<file path="config.mk">
export PLATFORM = sky130hd
export DESIGN_NAME = irq_gen
export DESIGN_NICKNAME = d
export VERILOG_FILES = /design/src/rtl/irq_pkg.sv /design/src/rtl/irq_status_bank.sv /design/src/rtl/irq_holdoff.sv /design/src/rtl/irq_pad_map.sv /design/src/rtl/irq_gen.sv
export SDC_FILE = /design/constraint.sdc
export NUM_CORES = 1
export LEC_CHECK = 0
export ABC_AREA = 1
export CELL_PAD_IN_SITES_DETAIL_PLACEMENT = 0
export CELL_PAD_IN_SITES_GLOBAL_PLACEMENT = 2
export CORE_UTILIZATION = 25
export CTS_CLUSTER_DIAMETER = 50
export DETAILED_ROUTE_END_ITERATION = 8
export GPL_ROUTABILITY_DRIVEN = 0
export PLACE_DENSITY_LB_ADDON = 0.1
export SLEW_MARGIN = 20
export SYNTH_ARGS = -nofsm -noshare
export SYNTH_HDL_FRONTEND = slang
export SYNTH_SLANG_ARGS = --single-unit
</file>
<file path="constraint.sdc">
create_clock -name clk -period 3.96 [get_ports clk]
set_input_delay 0.99 -clock clk [delete_from_list [all_inputs] [get_ports clk]]
set_output_delay 0.99 -clock clk [all_outputs]
set_load 0.03 [all_outputs]
</file>
<file path="src/rtl/irq_pkg.sv">
package irq_pkg;

   typedef enum logic [1:0] {
      SEL_CFG  = 2'd0,
      SEL_MASK = 2'd1,
      SEL_PEND = 2'd2
   } reg_sel_e;

   localparam int CFG_POL_BIT = 0;
   localparam int CFG_PP_BIT  = 1;

endpackage

</file>
<file path="src/rtl/irq_status_bank.sv">
module irq_status_bank #(
   parameter int NUM_SRC = 8
) (
   input  logic               clk,
   input  logic               rst_n,
   input  logic [NUM_SRC-1:0] evt_i,
   input  logic [NUM_SRC-1:0] clr_i,
   output logic [NUM_SRC-1:0] pend_o
);

   for (genvar g = 0; g < NUM_SRC; g++) begin : g_bit
      logic bit_q;
      always_ff @(posedge clk or negedge rst_n) begin
         if (!rst_n) begin
            bit_q <= 1'b0;
         end else if (evt_i[g]) begin
            bit_q <= 1'b1;
         end else if (clr_i[g]) begin
            bit_q <= 1'b0;
         end
      end
      assign pend_o[g] = bit_q;
   end

endmodule

</file>
<file path="src/rtl/irq_holdoff.sv">
module irq_holdoff #(
   parameter int HOLD_W = 8
) (
   input  logic              clk,
   input  logic              rst_n,
   input  logic              tick_i,
   input  logic              req_i,
   input  logic [HOLD_W-1:0] hold_i,
   output logic              act_o,
   output logic [HOLD_W-1:0] cnt_o
);

   logic              act_q;
   logic [HOLD_W-1:0] cnt_q;
   logic              drop;
   logic              rise;
   logic              cnt_zero;

   assign cnt_zero = (cnt_q == '0);
   assign drop     = act_q & ~req_i;
   assign rise     = ~act_q & req_i & cnt_zero;

   always_ff @(posedge clk or negedge rst_n) begin
      if (!rst_n) begin
         act_q <= 1'b0;
      end else if (drop) begin
         act_q <= 1'b0;
      end else if (rise) begin
         act_q <= 1'b1;
      end
   end

   always_ff @(posedge clk or negedge rst_n) begin
      if (!rst_n) begin
         cnt_q <= '0;
      end else if (drop) begin
         cnt_q <= hold_i;
      end else if (tick_i && !cnt_zero) begin
         cnt_q <= cnt_q - 1'b1;
      end
   end

   assign act_o = act_q;
   assign cnt_o = cnt_q;

endmodule

</file>
<file path="src/rtl/irq_pad_map.sv">
module irq_pad_map (
   input  logic act_i,
   input  logic pp_i,
   input  logic pol_i,
   output logic pin_o,
   output logic oe_o
);

   always_comb begin
      if (pp_i) begin
         oe_o  = 1'b1;
         pin_o = pol_i ? act_i : ~act_i;
      end else begin
         oe_o  = act_i;
         pin_o = 1'b0;
      end
   end

endmodule

</file>
<file path="src/rtl/irq_gen.sv">
module irq_gen
   import irq_pkg::*;
#(
   parameter int NUM_SRC = 8,
   parameter int HOLD_W  = 8,
   parameter int DATA_W  = 32
) (
   input  logic               clk,
   input  logic               rst_n,
   input  logic               tick_i,
   input  logic [NUM_SRC-1:0] evt_i,
   input  logic               reg_wr_i,
   input  logic [1:0]         reg_sel_i,
   input  logic [DATA_W-1:0]  reg_wdata_i,
   output logic [DATA_W-1:0]  reg_rdata_o,
   output logic               irq_o,
   output logic               irq_oe_o
);

   localparam int HOLD_LSB = DATA_W - HOLD_W;

   if (NUM_SRC < 1 || NUM_SRC > DATA_W) begin : g_bad_src
      $error("irq_gen: NUM_SRC must lie in 1..DATA_W");
   end
   if (HOLD_W < 1 || HOLD_W + 2 > DATA_W) begin : g_bad_hold
      $error("irq_gen: HOLD_W leaves no room for the mode bits");
   end

   logic               cfg_pol_q;
   logic               cfg_pp_q;
   logic [HOLD_W-1:0]  cfg_hold_q;
   logic [NUM_SRC-1:0] mask_q;
   logic [NUM_SRC-1:0] pend_w;
   logic [NUM_SRC-1:0] clr_w;
   logic               req_w;
   logic               act_w;
   logic [HOLD_W-1:0]  cnt_w;
   logic               wr_cfg;
   logic               wr_mask;
   logic               wr_pend;

   assign wr_cfg  = reg_wr_i && (reg_sel_i == SEL_CFG);
   assign wr_mask = reg_wr_i && (reg_sel_i == SEL_MASK);
   assign wr_pend = reg_wr_i && (reg_sel_i == SEL_PEND);
   assign clr_w   = wr_pend ? reg_wdata_i[NUM_SRC-1:0] : '0;

   always_ff @(posedge clk or negedge rst_n) begin
      if (!rst_n) begin
         cfg_pol_q  <= 1'b0;
         cfg_pp_q   <= 1'b0;
         cfg_hold_q <= '0;
      end else if (wr_cfg) begin
         cfg_pol_q  <= reg_wdata_i[CFG_POL_BIT];
         cfg_pp_q   <= reg_wdata_i[CFG_PP_BIT];
         cfg_hold_q <= reg_wdata_i[DATA_W-1:HOLD_LSB];
      end
   end

   always_ff @(posedge clk or negedge rst_n) begin
      if (!rst_n) begin
         mask_q <= '0;
      end else if (wr_mask) begin
         mask_q <= reg_wdata_i[NUM_SRC-1:0];
      end
   end

   irq_status_bank #(.NUM_SRC(NUM_SRC)) i_bank (
      .clk    (clk),
      .rst_n  (rst_n),
      .evt_i  (evt_i),
      .clr_i  (clr_w),
      .pend_o (pend_w)
   );

   assign req_w = |(pend_w & mask_q);

   irq_holdoff #(.HOLD_W(HOLD_W)) i_hold (
      .clk    (clk),
      .rst_n  (rst_n),
      .tick_i (tick_i),
      .req_i  (req_w),
      .hold_i (cfg_hold_q),
      .act_o  (act_w),
      .cnt_o  (cnt_w)
   );

   irq_pad_map i_pad (
      .act_i (act_w),
      .pp_i  (cfg_pp_q),
      .pol_i (cfg_pol_q),
      .pin_o (irq_o),
      .oe_o  (irq_oe_o)
   );

   always_comb begin
      reg_rdata_o = '0;
      case (reg_sel_i)
         SEL_CFG: begin
            reg_rdata_o[CFG_POL_BIT]        = cfg_pol_q;
            reg_rdata_o[CFG_PP_BIT]         = cfg_pp_q;
            reg_rdata_o[DATA_W-1:HOLD_LSB]  = cfg_hold_q;
         end
         SEL_MASK: reg_rdata_o[NUM_SRC-1:0] = mask_q;
         SEL_PEND: reg_rdata_o[NUM_SRC-1:0] = pend_w;
         default:  reg_rdata_o = '0;
      endcase
   end

endmodule

</file>
==> results of run 1 <==
layer usage:
layer	vias up	track usage	wire (microns)
li1	924	-	-
met1	803	0.179	2590
met2	43	0.204	2160
met3	4	0.0276	216
met4	0	0.0423	43
met5	-	0	0
sequential cells by signal, summed over array words and instances (netlist names):
register            cells
cfg_pp_q                1
i_hold.cnt_o            8
mask_q                  8
i_hold.act_o            1
cfg_hold_q              8
i_bank.g_bit.bit_q      8
cfg_pol_q               1
cell usage in the layout (no fill, tap or decap), types with 10 or more instances in the layout:
master / instances
dfrtp_1: 35
a21oi_1: 10
nor2_1: 12
nand2_1: 86
conb_1: 16
o21ai_0: 20
inv_1: 43
nand3_1: 23
clkdlybuf4s50_1: 47
power by group through the flow:
stage	combinational [uW]	clock, uW	sequential [uW]
after floorplan	324	0	486
after global placement	445	0	503
after detailed placement	442	0	505
after CTS	445	268	497
after global routing	501	283	512
final	437	256	497
layout make-up:
cell class,instances,area [sq um]
multi-input cells,191,938
flip-flops and latches,35,876
well taps,102,128
clock buffers,7,76.3
fillers,865,5180
inverters,44,166
clock inverters,1,5.00
repair buffers,51,513
cell families (layout without fill, tap and decap cells):
logic type      count (synthesis)  after routing  share of synthesized area
flops                          35             35                      0.421
buf+inv                        66            103                      0.155
mux                             6              6                     0.0325
simple gates                  130            130                      0.267
xor+xnor                        3              3                     0.0126
other cells                     1             16                    0.00180
fa+ha+maj                       5              5                     0.0301
compound gates                 31             31                     0.0800
synthesized netlist by cell type, drive strengths merged:
| cell type | number |
|---|---|
| inv | 43 |
| o21ai | 21 |
| conb | 1 |
| or2 | 1 |
| nor2 | 16 |
| clkinv | 1 |
| nand3b | 1 |
| clkbuf | 1 |
| nand3 | 25 |
| ha | 5 |
| nand2 | 86 |
| dfrtp | 35 |
| xor2 | 3 |
| nand4 | 1 |
| buf | 21 |
| mux2 | 6 |
| a21oi | 10 |
stage by stage:
| stage | setup slack [ns] | total power [uW] | util | area [sq um] | std cells |
|---|---|---|---|---|---|
| 6_report | 0.152 | 1190 | 0.343 | 2700 | 431 |
| 5_1_grt | 0.0163 | 1300 | 0.343 | 2700 | 431 |
| 4_1_cts | 0.126 | 1210 | 0.343 | 2700 | 431 |
| 2_1_floorplan | 1.07 | 811 | - | 2140 | 292 |
| 3_5_place_dp | 0.126 | 947 | 0.332 | 2620 | 423 |
| 3_3_place_gp | 0.140 | 948 | 0.332 | 2620 | 423 |
worst max path at each step:
| stage | slack (ns) | depth (start not counted) | to |
|---|---|---|---|
| 5_1_grt | 0.02 | 9 | reg_rdata_o[1] |
| 4_1_cts | 0.13 | 6 | reg_rdata_o[3] |
| 2_1_floorplan | 1.07 | 5 | reg_rdata_o[4] |
| 6_report | 0.15 | 6 | reg_rdata_o[4] |
| 3_5_place_dp | 0.13 | 6 | reg_rdata_o[3] |
| 3_3_place_gp | 0.14 | 6 | reg_rdata_o[3] |
critical path, stage by stage:
cell and delay [ns]:
clkdlybuf4s50_1 0.51, inv_1 0.07, ha_1 0.28, inv_1 0.11, a21oi_1 0.17, clkdlybuf4s50_1 0.69
==> flow_summary.toml, run 1 <==
[global_route]
globalRoute.totalOverflow = 0
initial_antenna_violation_count = 0
global_route_wire_length_before_repair_microns = 8700
vias_in_the_first_global_route = 1807
grt_usage = 0.131
pin_count_of_the_biggest_net_entering_global_routing = 36

[routing]
drc = 0
routed_via_density = 4.12
postRouteAntennaNets = 0
routedWlPerCell_microns = 11.6
finalWirelength_microns = 5010
drt_pass1_iterations = 4
drt_iter0_drc = 76
vias = 1774

[floorplan]
row_count = 32
initial_core_util = 0.264
fp.dieW_microns = 93.2
fp.dieH_microns = 93.2
core_sq_um = 7890
io_pins = 80
die_area_sq_um = 8690

[worst_hold_path]
hp-start = "i_hold.cnt_o[1]$_DFFE_PN0P_"
hold_crit_class = "flop to flop"
holdPathStages = 2
hold_end = "i_hold.cnt_o[1]$_DFFE_PN0P_"

[worst_setup_path]
reg2reg_to = "i_hold.cnt_o[1]$_DFFE_PN0P_"
rr_worst_depth = 7
setup.worst_path.end_class = "output port"
timing.critical_path.fanout_max = 6
rr_startpoint = "i_hold.cnt_o[0]$_DFFE_PN0P_"
crit_start = "reg_sel_i[0]"
crit_arrival_ns = 2.82
crit_required_ns = 2.97
ff2ff_setup_slack_ns = 2.44
cp-start-kind = "input pin"
worst-setup-path-type = "input pin to output port"

[cts]
postCtsResizedCells = 0
clk_root_buffer_cell = "clkbuf_8"
worstSkewPairLatency_ns = 0.29
ctsHtreeMaxLevel = 2
cts_tree = "done"
ctsLongestPathBuffers = 2
clock-sinks = 35
cts_buffers = 5
post-cts-setup-buffers = 0
cts_hold_buffers = 0
cts.reportedPaths.clkPinSlew_ns = 0.07

[flow_run]
timing.max_cap.violations = 0

[power_and_ir_drop]
switchingPower_uw = 460
max-vdd-ir-drop_uv = 141
leakage_uw = 0.00135
p_comb_frac = 0.368
p_clk_frac = 0.215
net_switching_share_of_the_total_power = 0.386
powerDensity_nw_per_um2 = 440
internal_power_uw = 730
pwr-share-seq = 0.418

[run_status]
run_status = "completed"

[timing]
fmaxAchievable_mhz = 263
setup_viol_count_final = 0
drv_slew = 0
grt_setup_unrepaired = "false"
post-route-min-period_ns = 3.81
worst_slew_margin_relative_to_its_limit = 0.660
whs_ns = 0.513
fin_worst_skew_ns = 0.0112
timing_hold_violations_final = 0
totalNegativeSetupSlack_ns = 0
final.period_utilization = 0.962
worst-slew-pin-transition_ns = 0.508

[placement]
io_buffer_count = 47
total_half_perimeter_wirelength_after_legalization_and_detailed_placement_microns = 3780

[synthesis]
yosys-top-cells-area = "dfrtp_1, nand2_1, inv_1"
synth_seq_cells = 35
netlist_instances = 277
ys_warn_count = 0
synth_seq_area_share = 0.421
syn_area_sq_um = 2080
ys_types = 24
post_synth.cell_area_avg_sq_um = 7.51
synth_top_cell_area_share = 0.421
synth_top_area_cell = "dfrtp_1"

[finish]
final_nets = 379
final_layout_size_suffix_gt1_frac = 0.0699
synthToLayoutAreaGrowth_pct = 30.0
insertedDiodeCount = 0
Note: power is estimated with default switching activity, not from simulation.
==> run 2, diff against run 1 <==
Settings changed: RECOVER_POWER set to 100.
==> run 2 against run 1 <==
The run now ends with max-capacitance violations, max-slew violations left. Routed wire length about the same. Via count decreased by 0.45%. Maximum frequency down 0.96%. Critical path depth grew 3. Sequential share of layout area rose by 0.27 points. Non-clock buffer count is the same. Count of clock-buffer cells in the layout stayed put. Sequential cell count unchanged. Clock skew barely moved.
==> flow_summary.toml, run 2 (synthesized netlist as in run 1, its figures left out) <==
[global_route]
globalRoute.totalOverflow = 0
global_route_wire_length_before_repair_microns = 8700
grt_usage = 0.131
initial_antenna_violation_count = 0
pin_count_of_the_biggest_net_entering_global_routing = 36
vias_in_the_first_global_route = 1807

[worst_hold_path]
hold_crit_class = "flop to flop"
hold_end = "i_hold.cnt_o[1]$_DFFE_PN0P_"
holdPathStages = 2
hp-start = "i_hold.cnt_o[1]$_DFFE_PN0P_"

[cts]
cts.reportedPaths.clkPinSlew_ns = 0.07
worstSkewPairLatency_ns = 0.29
cts_buffers = 5
post-cts-setup-buffers = 0
postCtsResizedCells = 0
ctsLongestPathBuffers = 2
clk_root_buffer_cell = "clkbuf_8"
clock-sinks = 35
ctsHtreeMaxLevel = 2
cts_hold_buffers = 0
cts_tree = "done"

[worst_setup_path]
crit_required_ns = 2.97
cpLargestDelayFamily = "buffers and inverters"
critical_path.max_stage_delay_ns = 0.67
rr_worst_depth = 7
worst-setup-path-type = "input pin to output port"
cp-start-kind = "input pin"
timing.critical_path.fanout_max = 9
reg2reg_to = "i_hold.cnt_o[1]$_DFFE_PN0P_"
worst-path-buf-inv = 5
setup.worst_path.end_class = "output port"
critical_path.slowest_cell = "dlygate4sd3_1"
crit_arrival_ns = 2.85
ff2ff_setup_slack_ns = 1.85
worstPathCellList = "clkdlybuf4s50_1 > inv_1 > ha_1 > buf_4 > nand2_1 > nand3_1 > nand2_1 > inv_1 > dlygate4sd3_1"
rr_startpoint = "i_hold.cnt_o[0]$_DFFE_PN0P_"

[routing]
routedWlPerCell_microns = 11.6
drt_pass1_iterations = 4
vias = 1766
drt_iter0_drc = 63
drc = 0
routed_via_density = 4.10
finalWirelength_microns = 5020
postRouteAntennaNets = 0

[timing]
fmaxAchievable_mhz = 260
drv_slew = 36
final.period_utilization = 0.971
totalNegativeSetupSlack_ns = 0
timing_hold_violations_final = 0
setup_viol_count_final = 0
worst-slew-pin-transition_ns = 2.01
post-route-min-period_ns = 3.84
fin_worst_skew_ns = 0.0110
worst_slew_margin_relative_to_its_limit = -0.337
grt_setup_unrepaired = "false"

[floorplan]
fp.dieH_microns = 93.2
io_pins = 80
core_sq_um = 7890
row_count = 32
die_area_sq_um = 8690
initial_core_util = 0.264
fp.dieW_microns = 93.2

[placement]
postPlaceCellArea_sq_um = 2620
total_half_perimeter_wirelength_after_legalization_and_detailed_placement_microns = 3780
dp_cells = 423
io_buffer_count = 47

[power_and_ir_drop]
net_switching_share_of_the_total_power = 0.384
switchingPower_uw = 449
p_total_uw = 1170
powerDensity_nw_per_um2 = 437
pwr-share-seq = 0.424
leakage_uw = 0.00137
p_comb_frac = 0.357
max-vdd-ir-drop_uv = 140
p_clk_frac = 0.218
internal_power_uw = 722

[finish]
mostFrequentLayoutCell = "nand2_1"
insertedDiodeCount = 0
synthToLayoutAreaGrowth_pct = 28.9
final_layout_size_suffix_gt1_frac = 0.0578
stdcell_count = 431
final_nets = 379
final_design_area_no_fill_sq_um = 2680
final_cell_mix = "nand2_1, inv_1, dfrtp_1, clkdlybuf4s50_1, nand3_1"
multi_input_gate_area_in_the_final_layout_sq_um = 920
final.fill_count = 867
seq_area_sq_um = 876

[flow_run]
timing.max_cap.violations = 1

[run_status]
violations = "max-capacitance violations, max-slew violations"
run_status = "finished with violations"
==> run 2: changes by cell type in the layout (fill, tap and decap cells not counted), sizes merged <==
| cell | delta |
|---|---|
| dlygate4sd3 | +12 |
| clkdlybuf4s50 | -12 |
| buf | -1 |
| clkbuf | +1 |
==> run 2: tightest hold or removal path, stage by stage (launching register included) <==
cell and delay, ns:
dfrtp_1 0.35, nor2_1 0.05, nor2_1 0.08
==> run 2: how the worst max path moves through the flow <==
stage | slack, ns | cells past startpoint | start | end
finish | 0.12 | 9 | reg_sel_i[0] | reg_rdata_o[0]
global route | 0.02 | 9 | reg_sel_i[1] | reg_rdata_o[1]
CTS | 0.13 | 6 | reg_sel_i[0] | reg_rdata_o[3]
detailed placement | 0.13 | 6 | reg_sel_i[0] | reg_rdata_o[3]
global placement | 0.14 | 6 | reg_sel_i[0] | reg_rdata_o[3]
floorplan | 1.07 | 5 | reg_sel_i[0] | reg_rdata_o[4]
==> run 2: power by group through the flow <==
stage	combinational [uW]	sequential, uW	clock, uW
CTS	445	497	268
global placement	445	503	0
finish	419	497	256
detailed placement	442	505	0
global route	482	512	283
floorplan	324	486	0
==> run 2: routing by layer <==
layer  GRT usage  up-vias  part of all wire
li1            -      923                 -
met5           0        -                 0
met3      0.0276        4             0.039
met1       0.179      797              0.52
met4      0.0423        0            0.0086
met2       0.204       42              0.43
==> run 2: cell type report <==
type	count	share of cell area
Clock inverter	1	0.00187
Clock buffer	7	0.0285
Inverter	44	0.0621
Sequential cell	35	0.327
Tap cell	102	0.0476
Timing Repair Buffer	51	0.190
Multi-Input combinational cell	191	0.343
==> run 2: per-stage QoR <==
step           hold slack [ns]  utilization  setup slack, ns
2_1_floorplan            0.474            -             1.07
3_3_place_gp             0.496        0.332            0.140
3_5_place_dp             0.497        0.332            0.126
4_1_cts                  0.517        0.343            0.126
5_1_grt                  0.542        0.340           0.0163
6_report                 0.515        0.340            0.115
==> run 3, diff against run 2 <==
Settings changed: PLACE_DENSITY set to 0.8, PLACE_DENSITY_LB_ADDON 0.1 to unset, SLEW_MARGIN 20 to 15.
==> run 3 against run 2 <==
The flow still finishes with violations (max-capacitance violations, max-slew violations). Total power up 0.26%. Setup slack gained 0.032 ns. Critical path type unchanged. Die area unchanged. Register-to-register slack worse by 0.06 ns. Clock power is essentially flat. Critical path depth decreased by 3.
==> flow_summary.toml, run 3 (synthesized netlist as in run 1, its figures left out) <==
[finish]
insertedDiodeCount = 0
mostFrequentLayoutCell = "nand2_1"
synthToLayoutAreaGrowth_pct = 29.4
stdcell_count = 432
final_layout_size_suffix_gt1_frac = 0.0636
layout.core_utilization = 0.341
final_cell_mix = "nand2_1, inv_1, clkdlybuf4s50_1, dfrtp_1, nand3_1"
final_nets = 380

[global_route]
grt_usage = 0.124
pin_count_of_the_biggest_net_entering_global_routing = 36
initial_antenna_violation_count = 0
globalRoute.busiestLayer = "met2"
met3_usage = 0.0333
global_route_wire_length_before_repair_microns = 8390
grt_met2_use = 0.226
globalRoute.totalOverflow = 0
vias_in_the_first_global_route = 1785
grt_util_met1 = 0.145

[flow_run]
timing.max_cap.violations = 1

[floorplan]
fp.dieH_microns = 93.2
die_area_sq_um = 8690
fp.dieW_microns = 93.2
initial_core_util = 0.264
row_count = 32
core_sq_um = 7890
io_pins = 80

[routing]
drt_pass1_iterations = 4
vias = 1782
postRouteAntennaNets = 0
drt_iter0_drc = 25
finalWirelength_microns = 4840
drc = 0
routedWlPerCell_microns = 11.2
routed_via_density = 4.13

[timing]
worst-slew-pin-transition_ns = 1.97
grt_setup_unrepaired = "false"
worst_slew_margin_relative_to_its_limit = -0.312
timing_hold_violations_final = 0
drv_slew = 36
final.period_utilization = 0.963
fmaxAchievable_mhz = 262
totalNegativeSetupSlack_ns = 0
layout_setup_ws_ns = 0.147
setup_viol_count_final = 0
post-route-min-period_ns = 3.81
fin_worst_skew_ns = 0.00856

[cts]
clk_root_buffer_cell = "clkbuf_8"
post-cts-setup-buffers = 0
postCtsResizedCells = 0
ctsHtreeMaxLevel = 2
cts_buffers = 5
clock-sinks = 35
cts.reportedPaths.clkPinSlew_ns = 0.08
ctsLongestPathBuffers = 2
cts_hold_buffers = 0
worstSkewPairLatency_ns = 0.29
cts_tree = "done"

[power_and_ir_drop]
powerDensity_nw_per_um2 = 436
max-vdd-ir-drop_uv = 127
leakage_uw = 0.00136

[run_status]
run_status = "finished with violations"
violations = "max-capacitance violations, max-slew violations"

[worst_setup_path]
reg2reg_to = "i_hold.cnt_o[1]$_DFFE_PN0P_"
worst-setup-path-type = "input pin to output port"
rr_startpoint = "i_hold.cnt_o[0]$_DFFE_PN0P_"
crit_arrival_ns = 2.82
crit_start = "reg_sel_i[1]"
crit_required_ns = 2.97
rr_worst_depth = 7
ff2ff_setup_slack_ns = 1.79
timing.critical_path.fanout_max = 6
setup.worst_path.end_class = "output port"
crit_end = "reg_rdata_o[4]"
cp-start-kind = "input pin"

[placement]
dp_cells = 424
io_buffer_count = 47
detailedPlace.worstSlack_ns = 0.137
total_half_perimeter_wirelength_after_legalization_and_detailed_placement_microns = 3640

[worst_hold_path]
hold_crit_class = "flop to flop"
## run 3: critical path, stage by stage
cell             delay [ns]
clkdlybuf4s50_1        0.51
inv_1                  0.07
ha_1                   0.27
inv_1                  0.10
a21oi_1                0.18
clkdlybuf4s50_1        0.70
## run 3: per-layer routing
metal	routed length [microns]	part of all wire
met5	0	0
met2	2440	0.50
met3	211	0.044
met4	39	0.0081
met1	2150	0.44
## run 3: stage by stage
| step | power [uW] | instance area [sq um] | hold slack [ns] |
|---|---|---|---|
| after floorplan | 811 | 2140 | 0.474 |
| after global placement | 940 | 2630 | 0.490 |
| after detailed placement | 945 | 2630 | 0.495 |
| after CTS | 1210 | 2710 | 0.515 |
| after global routing | 1270 | 2690 | 0.541 |
| final | 1170 | 2690 | 0.511 |
## run 3: worst min path at each step
| stage | slack, ns | startpoint | cells after the start | end |
|---|---|---|---|---|
| global route | 0.54 | mask_q[4]$_DFFE_PN0P_ | 2 | mask_q[4]$_DFFE_PN0P_ |
| detailed placement | 0.50 | i_hold.cnt_o[0]$_DFFE_PN0P_ | 2 | i_hold.cnt_o[0]$_DFFE_PN0P_ |
| global placement | 0.49 | mask_q[6]$_DFFE_PN0P_ | 2 | mask_q[6]$_DFFE_PN0P_ |
| floorplan | 0.47 | mask_q[0]$_DFFE_PN0P_ | 2 | mask_q[0]$_DFFE_PN0P_ |
| finish | 0.51 | i_hold.cnt_o[0]$_DFFE_PN0P_ | 2 | i_hold.cnt_o[0]$_DFFE_PN0P_ |
| CTS | 0.51 | i_hold.cnt_o[0]$_DFFE_PN0P_ | 2 | i_hold.cnt_o[0]$_DFFE_PN0P_ |
## run 3: layout make-up
| class | count | area, sq um |
|---|---|---|
| clock buffers | 6 | 72.6 |
| clock inverters | 2 | 12.5 |
| fillers | 848 | 5200 |
| inverters | 44 | 166 |
| multi-input cells | 191 | 920 |
| flip-flops and latches | 35 | 876 |
| well taps | 102 | 128 |
| repair buffers | 52 | 517 |
## run 3: power by group
| group | total [uW] | leakage [uW] | internal, uW | switching, uW |
|---|---|---|---|---|
| registers | 497 | 0.000402 | 432 | 65.1 |
| logic | 418 | 0.000914 | 169 | 249 |
| clock network | 259 | 0.0000412 | 123 | 136 |
